**config.mk**
```make
export PLATFORM = sky130hd
export DESIGN_NAME = hdr_traffic_cls
export DESIGN_NICKNAME = d
export VERILOG_FILES = /design/src/rtl/hdr_cls_pkg.sv /design/src/rtl/hdr_rst_sync.sv /design/src/rtl/hdr_capture.sv /design/src/rtl/hdr_port_match.sv /design/src/rtl/hdr_traffic_cls.sv
export SDC_FILE = /design/constraint.sdc
export NUM_CORES = 1
export LEC_CHECK = 0
export ABC_AREA = 1
export BUFFER_PORTS_ARGS = -buffer_cell sky130_fd_sc_hd__buf_2
export CAP_MARGIN = 20
export CORE_AREA = 2 2 69 71
export DETAILED_ROUTE_END_ITERATION = 8
export DIE_AREA = 0 0 71 73
export PLACE_DENSITY = 0.77
export SYNTH_ARGS = -nofsm -noshare
export SYNTH_HDL_FRONTEND = slang
export SYNTH_SLANG_ARGS = --single-unit
```
**constraint.sdc**
```tcl
create_clock -name clk -period 1.7 [get_ports clk]
set_input_delay 0.085 -clock clk [delete_from_list [all_inputs] [get_ports clk]]
set_output_delay 0.085 -clock clk [all_outputs]
set_load 0.01 [all_outputs]
```
**src/rtl/hdr_cls_pkg.sv**
```systemverilog
package hdr_cls_pkg;

  typedef enum logic [2:0] {
    CLS_OTHER  = 3'd0,
    CLS_WEB    = 3'd1,
    CLS_TELNET = 3'd2,
    CLS_MAIL   = 3'd3,
    CLS_ICMP   = 3'd4
  } cls_e;

  localparam logic [15:0] ETYPE_IPV4  = 16'h0800;
  localparam logic [7:0]  PROTO_TCP   = 8'd6;
  localparam logic [7:0]  PROTO_ICMP  = 8'd1;
  localparam logic [15:0] PORT_WEB    = 16'd80;
  localparam logic [15:0] PORT_TELNET = 16'd23;
  localparam logic [15:0] PORT_MAIL   = 16'd25;

  // big-endian byte lane: lane 0 is bits 31:24
  function automatic logic [7:0] lane_byte(input logic [31:0] w, input int unsigned lane);
    return w[31-8*lane -: 8];
  endfunction

endpackage

```
**src/rtl/hdr_rst_sync.sv**
```systemverilog
module hdr_rst_sync (
  input  logic clk,
  input  logic rst_n,
  output logic rst_n_sync
);
  logic [1:0] sync_q;

  always_ff @(posedge clk or negedge rst_n) begin
    if (!rst_n) sync_q <= 2'b00;
    else        sync_q <= {sync_q[0], 1'b1};
  end

  assign rst_n_sync = sync_q[1];
endmodule

```
**src/rtl/hdr_capture.sv**
```systemverilog
module hdr_capture
  import hdr_cls_pkg::*;
#(
  parameter int L2_BYTES = 14,
  parameter int IDX_W    = 5
) (
  input  logic             clk,
  input  logic             rst_n,
  input  logic             in_valid,
  input  logic             in_sof,
  input  logic             in_eof,
  input  logic [31:0]      in_data,
  input  logic             emit,
  output logic             beat_live,
  output logic [IDX_W-1:0] beat_idx,
  output logic             owed,
  output logic [15:0]      etype_q,
  output logic [7:0]       vi_q,
  output logic [7:0]       proto_q
);
  localparam int ET_BYTE = L2_BYTES - 2;
  localparam int ET_WORD = ET_BYTE / 4;
  localparam int ET_LANE = ET_BYTE % 4;
  localparam int VI_WORD = L2_BYTES / 4;
  localparam int VI_LANE = L2_BYTES % 4;
  localparam int PR_BYTE = L2_BYTES + 9;
  localparam int PR_WORD = PR_BYTE / 4;
  localparam int PR_LANE = PR_BYTE % 4;
  localparam logic [IDX_W-1:0] CNT_MAX = {IDX_W{1'b1}};

  logic [IDX_W-1:0] cnt_q, cnt_d;
  logic             open_q, open_d;
  logic             owed_q, owed_d;
  logic [15:0]      etype_d;
  logic [7:0]       vi_d, proto_d;

  assign beat_live = in_valid && (in_sof || open_q);
  assign beat_idx  = in_sof ? '0 : cnt_q;
  assign owed      = in_sof ? 1'b1 : owed_q;

  always_comb begin
    cnt_d   = cnt_q;
    owed_d  = owed_q;
    etype_d = etype_q;
    vi_d    = vi_q;
    proto_d = proto_q;
    open_d  = open_q;
    if (in_valid) begin
      open_d = (in_sof || open_q) && !in_eof;
    end
    if (beat_live) begin
      cnt_d  = (beat_idx == CNT_MAX) ? beat_idx : beat_idx + 1'b1;
      owed_d = owed && !emit && !in_eof;
      if (beat_idx == IDX_W'(ET_WORD))
        etype_d = {lane_byte(in_data, ET_LANE), lane_byte(in_data, ET_LANE + 1)};
      if (beat_idx == IDX_W'(VI_WORD))
        vi_d = lane_byte(in_data, VI_LANE);
      if (beat_idx == IDX_W'(PR_WORD))
        proto_d = lane_byte(in_data, PR_LANE);
    end
  end

  always_ff @(posedge clk or negedge rst_n) begin
    if (!rst_n) begin
      cnt_q   <= '0;
      open_q  <= 1'b0;
      owed_q  <= 1'b0;
      etype_q <= '0;
      vi_q    <= '0;
      proto_q <= '0;
    end else begin
      open_q <= open_d;
      if (beat_live) begin
        cnt_q   <= cnt_d;
        owed_q  <= owed_d;
        etype_q <= etype_d;
        vi_q    <= vi_d;
        proto_q <= proto_d;
      end
    end
  end

  // a start without end leaves the frame open for the next beat
  p_open_after_sof_r11: assert property (@(posedge clk) disable iff (!rst_n)
    (in_valid && in_sof && !in_eof) |=> open_q);

  // a stray beat outside a frame never opens one
  p_stray_closed_r10: assert property (@(posedge clk) disable iff (!rst_n)
    (in_valid && !in_sof && !open_q) |=> !open_q);
endmodule

```
**src/rtl/hdr_port_match.sv**
```systemverilog
module hdr_port_match
  import hdr_cls_pkg::*;
#(
  parameter int L2_BYTES = 14,
  parameter int IDX_W    = 5
) (
  input  logic [15:0]      etype,
  input  logic [7:0]       vi,
  input  logic [7:0]       proto,
  input  logic [31:0]      word,
  output logic             hdr_ok,
  output logic [IDX_W-1:0] port_idx,
  output cls_e             cls
);
  localparam int OFS_W = IDX_W + 2;

  logic [OFS_W-1:0] port_ofs;
  logic [15:0]      dport;
  logic             is_ip, ver_ok, len_ok, is_tcp, is_icmp;
  logic             hit_web, hit_tel, hit_mail;

  // header length in bytes = nibble * 4, already a multiple of four
  assign port_ofs = OFS_W'(L2_BYTES + 2) + OFS_W'({vi[3:0], 2'b00});
  assign port_idx = port_ofs[OFS_W-1:2];
  assign dport    = (port_ofs[1:0] >= 2'd2) ? word[15:0] : word[31:16];

  // every header test in parallel, then ANDed
  assign is_ip    = (etype == ETYPE_IPV4);
  assign ver_ok   = (vi[7:4] == 4'd4);
  assign len_ok   = (vi[3:0] >= 4'd5);
  assign is_tcp   = (proto == PROTO_TCP);
  assign is_icmp  = (proto == PROTO_ICMP);
  assign hdr_ok   = is_ip && ver_ok && len_ok;
  assign hit_web  = hdr_ok && is_tcp && (dport == PORT_WEB);
  assign hit_tel  = hdr_ok && is_tcp && (dport == PORT_TELNET);
  assign hit_mail = hdr_ok && is_tcp && (dport == PORT_MAIL);

  always_comb begin
    cls = CLS_OTHER;
    if (hit_web)               cls = CLS_WEB;
    else if (hit_tel)          cls = CLS_TELNET;
    else if (hit_mail)         cls = CLS_MAIL;
    else if (hdr_ok && is_icmp) cls = CLS_ICMP;
  end
endmodule

```
**src/rtl/hdr_traffic_cls.sv**
```systemverilog
module hdr_traffic_cls
  import hdr_cls_pkg::*;
#(
  parameter int L2_BYTES = 14,
  parameter int IDX_W    = 5
) (
  input  logic        clk,
  input  logic        rst_n,
  input  logic        in_valid,
  input  logic        in_sof,
  input  logic        in_eof,
  input  logic [31:0] in_data,
  output logic        res_valid,
  output logic [2:0]  res_class
);
  logic             rst_n_s;
  logic             beat_live, owed, hdr_ok;
  logic [IDX_W-1:0] beat_idx, port_idx;
  logic [15:0]      etype;
  logic [7:0]       vi, proto;
  cls_e             cls;
  logic             fire_port, fire_eof, emit;
  logic             vld_q;
  logic [2:0]       cls_q, cls_d;

  hdr_rst_sync u_rst (
    .clk        (clk),
    .rst_n      (rst_n),
    .rst_n_sync (rst_n_s)
  );

  hdr_capture #(.L2_BYTES(L2_BYTES), .IDX_W(IDX_W)) u_cap (
    .clk       (clk),
    .rst_n     (rst_n_s),
    .in_valid  (in_valid),
    .in_sof    (in_sof),
    .in_eof    (in_eof),
    .in_data   (in_data),
    .emit      (emit),
    .beat_live (beat_live),
    .beat_idx  (beat_idx),
    .owed      (owed),
    .etype_q   (etype),
    .vi_q      (vi),
    .proto_q   (proto)
  );

  hdr_port_match #(.L2_BYTES(L2_BYTES), .IDX_W(IDX_W)) u_match (
    .etype    (etype),
    .vi       (vi),
    .proto    (proto),
    .word     (in_data),
    .hdr_ok   (hdr_ok),
    .port_idx (port_idx),
    .cls      (cls)
  );

  assign fire_port = beat_live && owed && hdr_ok && (beat_idx == port_idx);
  assign fire_eof  = beat_live && owed && in_eof && !fire_port;
  assign emit      = fire_port || fire_eof;
  assign cls_d     = fire_port ? cls : CLS_OTHER;

  always_ff @(posedge clk or negedge rst_n_s) begin
    if (!rst_n_s) begin
      vld_q <= 1'b0;
      cls_q <= CLS_OTHER;
    end else begin
      vld_q <= emit;
      if (emit) cls_q <= cls_d;
    end
  end

  assign res_valid = vld_q;
  assign res_class = cls_q;

  p_idle_quiet_r10: assert property (@(posedge clk) disable iff (!rst_n_s)
    !in_valid |=> !res_valid);

  p_class_code_r9: assert property (@(posedge clk) disable iff (!rst_n_s)
    res_valid |-> (res_class <= 3'd4));

  p_eof_result_r8: assert property (@(posedge clk) disable iff (!rst_n_s)
    (beat_live && in_eof && owed) |=> res_valid);

  // after a pulse nothing further is owed for that frame
  p_owed_clear_r7: assert property (@(posedge clk) disable iff (!rst_n_s)
    res_valid |-> !u_cap.owed_q);
endmodule

```
After elaboration in Yosys (flattened, before gate mapping):

Cells that the tools add are included.

* output and inout bits: 4
* RAM bits: 0
* input port bits: 37
* register bits after elaboration: 45
* memories kept: 0
* bits in latches: 0
* ROM bits: 0
* logic and storage cells: 56

* equality and inequality tests: 11
* $add $sub $neg: 2
* div/mod/pow operators: 0
* muxes and demuxes: 9
* shift operators: 0
* magnitude comparators: 2
* bitwise logic cells: 0
* reductions and logical operators: 23
* $mul: 0

Operators with widths (number)
* == test 16 x 5 -> 1 bit (second input constant): 2
* == test 16 x 12 -> 1 bit (second input constant): 1
* == test 16 x 7 -> 1 bit (second input constant): 1
* logical AND 1 bit: 16
* 2-to-1 mux 16 bit: 1
* 2-to-1 mux 3 bit: 5
* 2-to-1 mux 5 bit: 2
* == test 8 x 1 -> 1 bit (second input constant): 1
* == test 8 x 3 -> 1 bit (second input constant): 1
* adder 5 x 6 -> 7 bit (first input constant): 1
* adder 5 x 1 -> 5 bit (second input constant): 1
* == test 5 x 2 -> 1 bit (second input constant): 1
* == test 5 x 3 -> 1 bit (second input constant): 1
* == test 5 bit: 1
* == test 5 bit (second input constant): 1
* == test 4 x 3 -> 1 bit (second input constant): 1
* >= comparator 4 x 3 -> 1 bit (second input constant): 1
* AND reduction 2 bit: 2
* logical NOT 1 bit: 3
* >= comparator 2 bit (second input constant): 1
* logical OR 1 bit: 2
* 2-to-1 mux 1 bit: 1

Logic depth before layout (Yosys ltp):

Gate-level depths: netlist of the first run.

* word-level depth: 11
* gate-level depth with buffers: 11
* depth with buffers taken out: 10

Hierarchy:

From an unflattened synthesis of the first run, not the netlist that was laid out.

* cell total of the unflattened synthesis: 333
* area total of the unflattened synthesis: 2529.9 um^2

Modules (own cells, without submodules)
* hdr_capture: instances 1, area each 1816.7 um^2, sequential area each 975.9 um^2, cells an instance 205
* hdr_port_match: instances 1, area each 352.8 um^2, sequential area each 0.0 um^2, cells an instance 80
* hdr_traffic_cls: instances 1, area each 306.5 um^2, sequential area each 100.1 um^2, cells an instance 45
* hdr_rst_sync: instances 1, area each 53.8 um^2, sequential area each 50.0 um^2, cells an instance 3

Least setup slack after synthesis of the first run:

OpenSTA, ideal clock, no wires.

* path kind: reg2reg
* from: reg u_cap.cnt_q[1]
* to: reg u_cap.etype_q[13]
* setup time: 0.073 ns
* path buffers: 2
* path slack: 0.123 ns
* data required time: 1.627 ns
* period minus slack after synthesis: 1.577 ns
* stages on the path, launching flop included: 10
* arrival time: 1.504 ns
* cells stage by stage: dfrtp_1 -> inv_1 -> nor2_1 -> ha_1 -> inv_1 -> nor3_1 -> nand3_1 -> buf_2 -> buf_6 -> a21oi_2

* cells in the longest elaborated chain, start to end: 3

RTL lines
* start, declared: RTL line hdr_capture.sv:31 `logic [IDX_W-1:0] cnt_q, cnt_d;`
* start signal, assigned: RTL line hdr_capture.sv:74 `cnt_q <= cnt_d;`
* 2-to-1 mux 5 bit: RTL line hdr_capture.sv:38 `assign beat_idx = in_sof ? '0 : cnt_q;`
* == test 5 x 2 -> 1 bit: RTL line hdr_capture.sv:54 `if (beat_idx == IDX_W'(ET_WORD))`
* AND reduction 2 bit (no line)
* end signal, assigned: RTL line hdr_capture.sv:76 `etype_q <= etype_d;`
* end, declared: RTL line hdr_capture.sv:17 `output logic [15:0] etype_q,`

No other way between the ends.
A chain may end at the register's enable or synchronous reset.

Worst setup path in the final report of the first run:

* from: reg u_cap.cnt_q[1]
* to: reg u_cap.vi_q[3]

* cells in the longest elaborated chain, start to end: 3

RTL lines
* 2-to-1 mux 5 bit: RTL line hdr_capture.sv:38
* == test 5 x 2 -> 1 bit: RTL line hdr_capture.sv:56 `if (beat_idx == IDX_W'(VI_WORD))`
* AND reduction 2 bit (no line)
* end signal, assigned: RTL line hdr_capture.sv:77 `vi_q <= vi_d;`
* end, declared: RTL line hdr_capture.sv:18 `output logic [7:0] vi_q,`

No other way between the ends.

==> out/qor.yml, run 1 <==
outcome: "finished, final reports clean"
clkTransAtPathRegs_ps: 90
vias: 2099
synthTopCellsByArea: "dfrtp_1 47%, nand2_1 12%, nor2_1 8.5%, inv_1 7.3%, a21oi_2 5.9%"
grt_antenna_before_repair: 0
drt-initial-drc-count: 144
drt_first_pass_iters: 4
layout_setup_ws_ps: 91.3
initial_core_util_pct: 52.4
fillers: 393
diodes: 0
grt_pass1_wl_um: 7940
startpoint_type: "flip-flop"
die_area_um2: 5180
num-nets-final: 407
die_h_um: 73
cts_made_buffers: 5
maxSlewViolCount: 0
ioPinCount: 41
synth-edff-count: 0
stdcell_count: 421
criticalPathCategory: "reg2reg"
yosysMostFrequentCell: "nand2_1"
fin_skew_ps: 10.0
synth_area_um2: 2380
hp-class: "in2reg"
max-clock-path-buffers: 2
r2r_start: "u_cap.cnt_q[1]"
p_leak_nw: 1.57
dp.cells: 404
cp-end-kind: "flip-flop"
hpwl_um: 3410
vias_per_cell: 4.99
rows: 25
core-area_um2: 4540
ant_nets: 0
avgSynthCellArea_um2: 7.64
cts-root-buf: "clkbuf_8"
power.density_nw_per_um2: 1180
ys_types: 26
synth_common_cells: "73 x nand2_1, 54 x nor2_1, 46 x inv_1"
post-route-period-util_pct: 94.6
cp.arrival_ps: 1800
grt_use_total_pct: 19.2
critPathMaxFanout: 6
hold_violations: 0
synthFlopType: "dfrtp_1"
dp_slack_ps: 6.78
syn_inst: 311
globalplace.congestion: 0.853
final.min_clock_period_ps: 1610
routed_wl_um: 4980
timing.max_cap.violations: 0
cts.sinks: 45
synth_top_cell_by_area: "dfrtp_1"
htreeDepth: 2
yosysTopAreaCellShare_pct: 47.4
finalSetupViolCount: 0
startpoint: "u_cap.cnt_q[1]"
total_power_mw: 3.43
layout-drive-gt1-share_pct: 25.1
grt_max_degree: 49
io_buffers: 40
yosysWarnings: 0
max_freq_mhz: 622
routedWlPerCell_um: 11.8
cts_tree: "yes"
die_w_um: 71
syn-num-nets: 352
worstHoldStart: "in_data[12]"
synth_seq_cells: 45
required_ps: 1900
grt_pass1_vias: 1875
grt-ovfl-total: 0
async_reset_ff_share_pct: 100
area_delta_synth_final_pct: 22.7
yosysSeqAreaShare_pct: 47.4
drc: 0
vdd_ir_drop_max_mv: 0.763
clock_latency_ps: 300
==> critical path, cell delays in order, from the launching register on <==
cell and delay, ps:
dfrtp_1 370, inv_1 70, nor2_2 120, ha_2 210, inv_2 60, nor3_4 150, nand3_4 170, clkbuf_16 200
nor2_1 110, a21oi_2 40
==> flip-flops by register name (all words and copies together), names as in the netlist <==
signal         cells
u_cap.cnt_q        5
u_cap.etype_q     16
res_valid          1
u_cap.vi_q         8
res_class          3
u_cap.open_q       1
u_cap.owed_q       1
u_cap.proto_q      8
u_rst.sync_q       2
==> final cells by class <==
type	instances	area (um2)	share of cell area (%)
Timing Repair Buffer	55	388	13.3
Sequential cell	45	1130	38.7
Tap cell	54	67.6	2.32
Clock buffer	7	96.3	3.30
Inverter	50	193	6.61
Multi-Input combinational cell	209	1040	35.6
Clock inverter	1	5.00	0.172
==> placed cells by master, fill, tap and decap left out, drive strengths merged, types with 2 or more instances in the layout <==
master and count:
ha 4, o21ai 23, a21oi 17, dfrtp 45, nand4 5, dlygate4sd3 3, nor2 55, nor3 4
inv 49, buf 50, clkbuf 9, nand3 19, clkinv 2, nand2 76
==> metrics by stage <==
step | TNS, ps | hold WS (ps) | instance area (um2) | util, %
2_1_floorplan | 0 | -211 | 2380 | -
5_1_grt | -1.25 | 15.3 | 2920 | 64.3
4_1_cts | 0 | 9.42 | 2800 | 61.8
3_3_place_gp | 0 | -127 | 2670 | 58.8
6_report | 0 | 19.0 | 2920 | 64.3
3_5_place_dp | 0 | -126 | 2670 | 58.8
==> cells by family (layout without fill, tap and decap cells) <==
kind of cell,Yosys count,in the layout,share of synthesized area [%]
simple gates,160,160,27.9
compound gates,43,43,11.8
flops,45,45,47.4
fa+ha+maj,4,4,2.11
other cells,1,1,0.158
xor+xnor,1,1,0.369
buf+inv,57,113,10.3
==> metal layers <==
metal	vias up	global-route usage (%)	routed length, um
met1	972	25.2	2270
met3	3	4.28	216
met4	0	5.03	25
met2	45	32.3	2470
li1	1079	-	-
met5	-	0	0
==> timing repair <==
| action | in CTS | in global routing |
|---|---|---|
| hold endpoints to repair | 3 | 0 |
| setup buffers | 0 | 2 |
| resized for setup | 1 | 6 |
| pin swaps | 0 | 3 |
| gates cloned | 0 | 4 |
| hold buffers | 3 | 0 |
| endpoints found under the setup margin | 14 | 27 |
==> where the power goes <==
part / switching, mW / internal, mW
logic: 0.639 / 0.482
clock network: 0.356 / 0.368
registers: 0.181 / 1.41
total: 1.18 / 2.26
==> final timing paths <==
kind | to | slack, ps | cells after the start
worst max-delay path | u_cap.vi_q[3] | 90 | 9
worst min-delay path | u_cap.vi_q[4] | 20 | 3
worst max register to register | u_cap.vi_q[3] | 90 | 9
worst min register to register | u_cap.open_q | 210 | 0
max in group asynchronous | u_cap.etype_q[4] | 1020 | 1
min in group asynchronous | u_rst.sync_q[1] | 100 | 2
No activity file was read; power rests on OpenSTA's default activity.
==> run 2: changes to the inputs <==
--- a/config.mk
+++ b/config.mk
@@ -6,12 +6,12 @@
 export NUM_CORES = 1
 export LEC_CHECK = 0
 export ABC_AREA = 1
-export BUFFER_PORTS_ARGS = -buffer_cell sky130_fd_sc_hd__buf_2
 export CAP_MARGIN = 20
-export CORE_AREA = 2 2 69 71
+export CORE_AREA = 8 8 72 74
 export DETAILED_ROUTE_END_ITERATION = 8
-export DIE_AREA = 0 0 71 73
-export PLACE_DENSITY = 0.77
+export DIE_AREA = 0 0 80 82
+export DONT_BUFFER_PORTS = 1
+export PLACE_DENSITY = 0.83
 export SYNTH_ARGS = -nofsm -noshare
 export SYNTH_HDL_FRONTEND = slang
 export SYNTH_SLANG_ARGS = --single-unit
==> run 2 against run 1 <==
Net effect: sequential share of layout area down 1.6 points; clock skew rose by 5.7 ps; die area grew 27%; routed wire length increased by 17%; critical path type unchanged; highest routed layer unchanged.
==> out/qor.yml, run 2 (synthesized netlist as in run 1, its figures left out) <==
ant_nets: 0
vias: 2107
grt_pass1_wl_um: 9250
post-route-period-util_pct: 95.6
dpl_cell_area_um2: 2460
outcome: "finished, final reports clean"
die_h_um: 82
design_area_um2: 3040
vdd_ir_drop_max_mv: 0.847
power.density_nw_per_um2: 1170
top_regs: "u_cap.etype_q (16), u_cap.proto_q (8), u_cap.vi_q (8)"
grt_max_degree: 49
required_ps: 1910
max_freq_mhz: 615
dp_slack_ps: 58.0
io_buffers: 0
timing.max_cap.violations: 0
core-area_um2: 4140
fillers: 308
htreeDepth: 2
path_cells: "nand2_1 > inv_2 > ha_1 > inv_1 > nor3_4 > nand3_4 > clkbuf_16 > nor2_1 > a21oi_2"
final_common_cell: "nand2_1"
vias_per_cell: 5.15
criticalPathCategory: "reg2reg"
startpoint_type: "flip-flop"
clock_latency_ps: 310
num-nets-final: 397
die_w_um: 80
die_area_um2: 6560
fin_util_pct: 73.3
max-clock-path-buffers: 2
layout_setup_ws_ps: 74.0
drt_first_pass_iters: 5
maxSlewViolCount: 0
diodes: 0
grt_pass1_vias: 2051
critPathMaxFanout: 12
rsz0062_at_grt: "true"
fin_skew_ps: 15.7
largest_register_ffs: 16
area_delta_synth_final_pct: 27.9
grt-ovfl-total: 0
grt_use_total_pct: 18.2
hold_violations: 0
layout_common_cells: "72 x nand2_1, 51 x nor2_1, 46 x inv_1, 44 x dfrtp_1, 37 x dlygate4sd3_1"
cts.sinks: 45
cp-end-kind: "flip-flop"
cts_made_buffers: 5
finalSetupViolCount: 0
rows: 24
globalplace.congestion: 0.880
setup_tns_ps: 0
hpwl_um: 3650
grt_antenna_before_repair: 0
drt-initial-drc-count: 138
cts_tree: "yes"
final.min_clock_period_ps: 1630
routed_wl_um: 5840
fin_hold_ws_ps: 94.2
initial_core_util_pct: 57.3
hp-class: "in2reg"
p_leak_nw: 1.53
layout-drive-gt1-share_pct: 13.7
cp_top_family: "simple AND/OR/NAND/NOR gates"
cts-root-buf: "clkbuf_8"
drc: 0
ioPinCount: 41
cp.arrival_ps: 1830
clkTransAtPathRegs_ps: 100
max_stage_delay_ps: 390
regMostFlops: "u_cap.etype_q"
routedWlPerCell_um: 14.3
crit_slowest_cell: "dfrtp_1"
cp_num_buf_inv: 3
==> run 2: per-stage QoR <==
| stage | power, mW | cells |
|---|---|---|
| 4_1_cts | 3.52 | 406 |
| 6_report | 3.56 | 409 |
| 3_3_place_gp | 2.55 | 361 |
| 5_1_grt | 3.83 | 409 |
| 2_1_floorplan | 2.38 | 311 |
| 3_5_place_dp | 2.59 | 361 |
==> run 2: final cells by class <==
| type | count | area (um2) | share of cell area, % |
|---|---|---|---|
| Clock inverter | 3 | 47.5 | 1.56 |
| Multi-Input combinational cell | 209 | 1040 | 34.3 |
| Tap cell | 52 | 65.1 | 2.14 |
| Timing Repair Buffer | 45 | 494 | 16.3 |
| Sequential cell | 45 | 1130 | 37.1 |
| Inverter | 50 | 193 | 6.34 |
| Clock buffer | 5 | 68.8 | 2.26 |
==> run 2: final timing paths <==
kind | from | endpoint | slack, ps | cells past startpoint
setup / recovery | u_cap.cnt_q[0] | u_cap.etype_q[9] | 70 | 9
hold / removal | in_valid | u_cap.owed_q | 90 | 4
max in group asynchronous | u_rst.sync_q[1] | u_cap.etype_q[0] | 990 | 1
min in group asynchronous | u_rst.sync_q[1] | u_cap.proto_q[6] | 210 | 0
hold reg to reg | u_rst.sync_q[1] | u_cap.proto_q[6] | 210 | 0
setup reg to reg | u_cap.cnt_q[0] | u_cap.etype_q[9] | 70 | 9
==> run 2: metal layers <==
metal | track usage [%] | vias up | routed length, um
met2 | 30.1 | 63 | 2900
met1 | 20.8 | 979 | 2420
met5 | 0 | - | 0
li1 | - | 1053 | -
met4 | 8.36 | 0 | 113
met3 | 6.35 | 12 | 417
==> run 2: worst reg2reg max path, cell delays in order, from the launching register on <==
cell and delay, ps:
dfrtp_1 390, nand2_1 110, inv_2 80, ha_1 170, inv_1 100, nor3_4 160, nand3_4 160, clkbuf_16 210
nor2_1 120, a21oi_2 40
==> run 2: timing repair <==
action	in CTS	in global routing
hold endpoints to repair	38	0
setup endpoints to repair	0	28
hold buffers	37	0
resized for setup	0	8
setup buffers	0	0
==> run 2: where the power goes <==
part	leakage [nW]	internal (mW)	total [mW]	switching [mW]
Sequential	0.531	1.41	1.60	0.197
Clock	0.0591	0.449	0.855	0.406
Combinational	0.943	0.464	1.10	0.641
Total	1.53	2.32	3.56	1.24
==> run 3: changes to the inputs <==
==> constraint.sdc (replaced) <==
create_clock -name clk -period 1.7 [get_ports clk]
set_input_delay 0.085 -clock clk [delete_from_list [all_inputs] [get_ports clk]]
set_output_delay 0.085 -clock clk [all_outputs]
set_load 0.05 [all_outputs]
==> run 3 against run 2 <==
Net effect: die area unchanged; global-route usage decreased by 0.32 points; register-to-register slack got worse by 60 ps; design area down 2.3%; maximum frequency decreased by 3.8%; utilization shrank 1.7 points; largest power group unchanged.
==> out/qor.yml, run 3 (synthesized netlist as in run 1, its figures left out) <==
maxSlewViolCount: 0
cts-root-buf: "clkbuf_8"
num-nets-final: 397
p_leak_nw: 1.50
fin_util_pct: 71.6
grt_pass1_wl_um: 9340
critPathMaxFanout: 24
fillers: 315
clkTransAtPathRegs_ps: 80
cp_top_family: "simple AND/OR/NAND/NOR gates"
path_cells: "inv_1 > nor2_2 > ha_1 > inv_1 > nor3_2 > nand3_2 > buf_12 > nor2_2 > a21oi_2"
grt_pass1_vias: 2165
finalSetupViolCount: 0
die_area_um2: 6560
max_freq_mhz: 592
outcome: "finished, final reports clean"
cp-end-kind: "flip-flop"
final.min_clock_period_ps: 1690
drc: 0
ioPinCount: 41
initial_core_util_pct: 57.3
cp.arrival_ps: 1880
post-route-period-util_pct: 99.4
timing.max_cap.violations: 0
seq_area_um2: 1130
p_clk_share_pct: 19.4
crit_slowest_cell: "dfrtp_1"
p_switching_mw: 1.23
grt_use_total_pct: 17.9
max_stage_delay_ps: 360
design_area_um2: 2970
criticalPathCategory: "reg2reg"
grt_max_degree: 49
top_regs: "u_cap.etype_q (16), u_cap.proto_q (8), u_cap.vi_q (8)"
fin_hold_ws_ps: 13.1
io_buffers: 0
routedWlPerCell_um: 14.1
final_common_cell: "nand2_1"
grt-ovfl-total: 0
hp-class: "in2async"
grt_antenna_before_repair: 0
vias_per_cell: 5.28
core-area_um2: 4140
area_delta_synth_final_pct: 24.9
r2r_cells: 9
startpoint_type: "flip-flop"
clock_latency_ps: 300
cts_made_buffers: 5
multi_input_area_um2: 1040
worstSetupPathDepth: 9
slew_headroom_pct: 64.3
max-clock-path-buffers: 2
die_h_um: 82
cp_num_buf_inv: 3
drt_first_pass_iters: 4
cts_tree: "yes"
die_w_um: 80
regMostFlops: "u_cap.etype_q"
diodes: 0
globalplace.congestion: 0.935
htreeDepth: 2
comb_power_share_pct: 33.8
swShare_pct: 36.2
rows: 24
layout_common_cells: "73 x nand2_1, 47 x nor2_1, 46 x inv_1, 44 x dfrtp_1, 36 x dlygate4sd3_1"
power.density_nw_per_um2: 1150
drt-initial-drc-count: 146
vdd_ir_drop_max_mv: 0.632
seqPwrFrac_pct: 46.8
dp_slack_ps: 69.3
largest_register_ffs: 16
hpwl_um: 3660
layout_setup_ws_ps: 9.53
intPower_mw: 2.17
cts.sinks: 45
hold_violations: 0
worst_pin_slew_ps: 536
fin_skew_ps: 16.5
vias: 2160
dpl_cell_area_um2: 2460
routed_wl_um: 5750
layout-drive-gt1-share_pct: 14.6
ant_nets: 0
required_ps: 1890
## run 3: worst register-to-register path, delay by kind of cell (launching register included)
kind,cells,cell delay [ps]
DFF,1,360
and+or+nand+nor,4,620
buffers and inverters,3,360
AOI/OAI and AO/OA,1,60
adders and majority gates,1,180
## run 3: what timing repair did
item | CTS | global route
endpoints found under the hold margin | 37 | 0
buffers inserted | 0 | 1
setup endpoints to repair | 0 | 30
hold buffers | 36 | 0
gates resized for setup | 0 | 9
## run 3: worst paths after layout
path,startpoint,end,slack [ps]
worst max-delay path,u_cap.cnt_q[1],u_cap.vi_q[0],10
worst min-delay path,rst_n,u_rst.sync_q[0],10
worst max register to register,u_cap.cnt_q[1],u_cap.vi_q[0],10
worst min register to register,u_rst.sync_q[1],u_cap.proto_q[6],320
max in group asynchronous,u_rst.sync_q[1],u_cap.vi_q[3],1000
min in group clk,in_valid,u_cap.cnt_q[2],20
## run 3: routing by layer
metal / vias to the layer above / part of all wire, % / GRT usage, %
met5: - / 0 / 0
met3: 12 / 7.4 / 5.36
li1: 1056 / - / -
met4: 0 / 1.5 / 6.55
met2: 73 / 50 / 31.4
met1: 1019 / 41 / 20.0
## run 3: final cells by class
class,count,share of cell area (%)
repair buffers,45,15.4
clock buffers,6,2.45
clock inverters,2,0.506
multi-input cells,209,34.9
inverters,50,6.49
well taps,52,2.19
flip-flops and latches,45,38.0
## run 3: power groups by stage
stage	logic (mW)	clock network (mW)	registers (mW)
floorplan	0.811	0	1.57
global placement	0.957	0	1.59
detailed placement	0.997	0	1.61
CTS	1.09	0.671	1.59
global route	1.33	0.709	1.63
finish	1.15	0.659	1.59
## run 3: through the flow
stage	cells	TNS (ps)	power, mW
after floorplan	311	0	2.38
after global placement	363	0	2.55
after detailed placement	363	0	2.61
after CTS	407	0	3.35
after global routing	409	-877	3.67
final	409	0	3.40
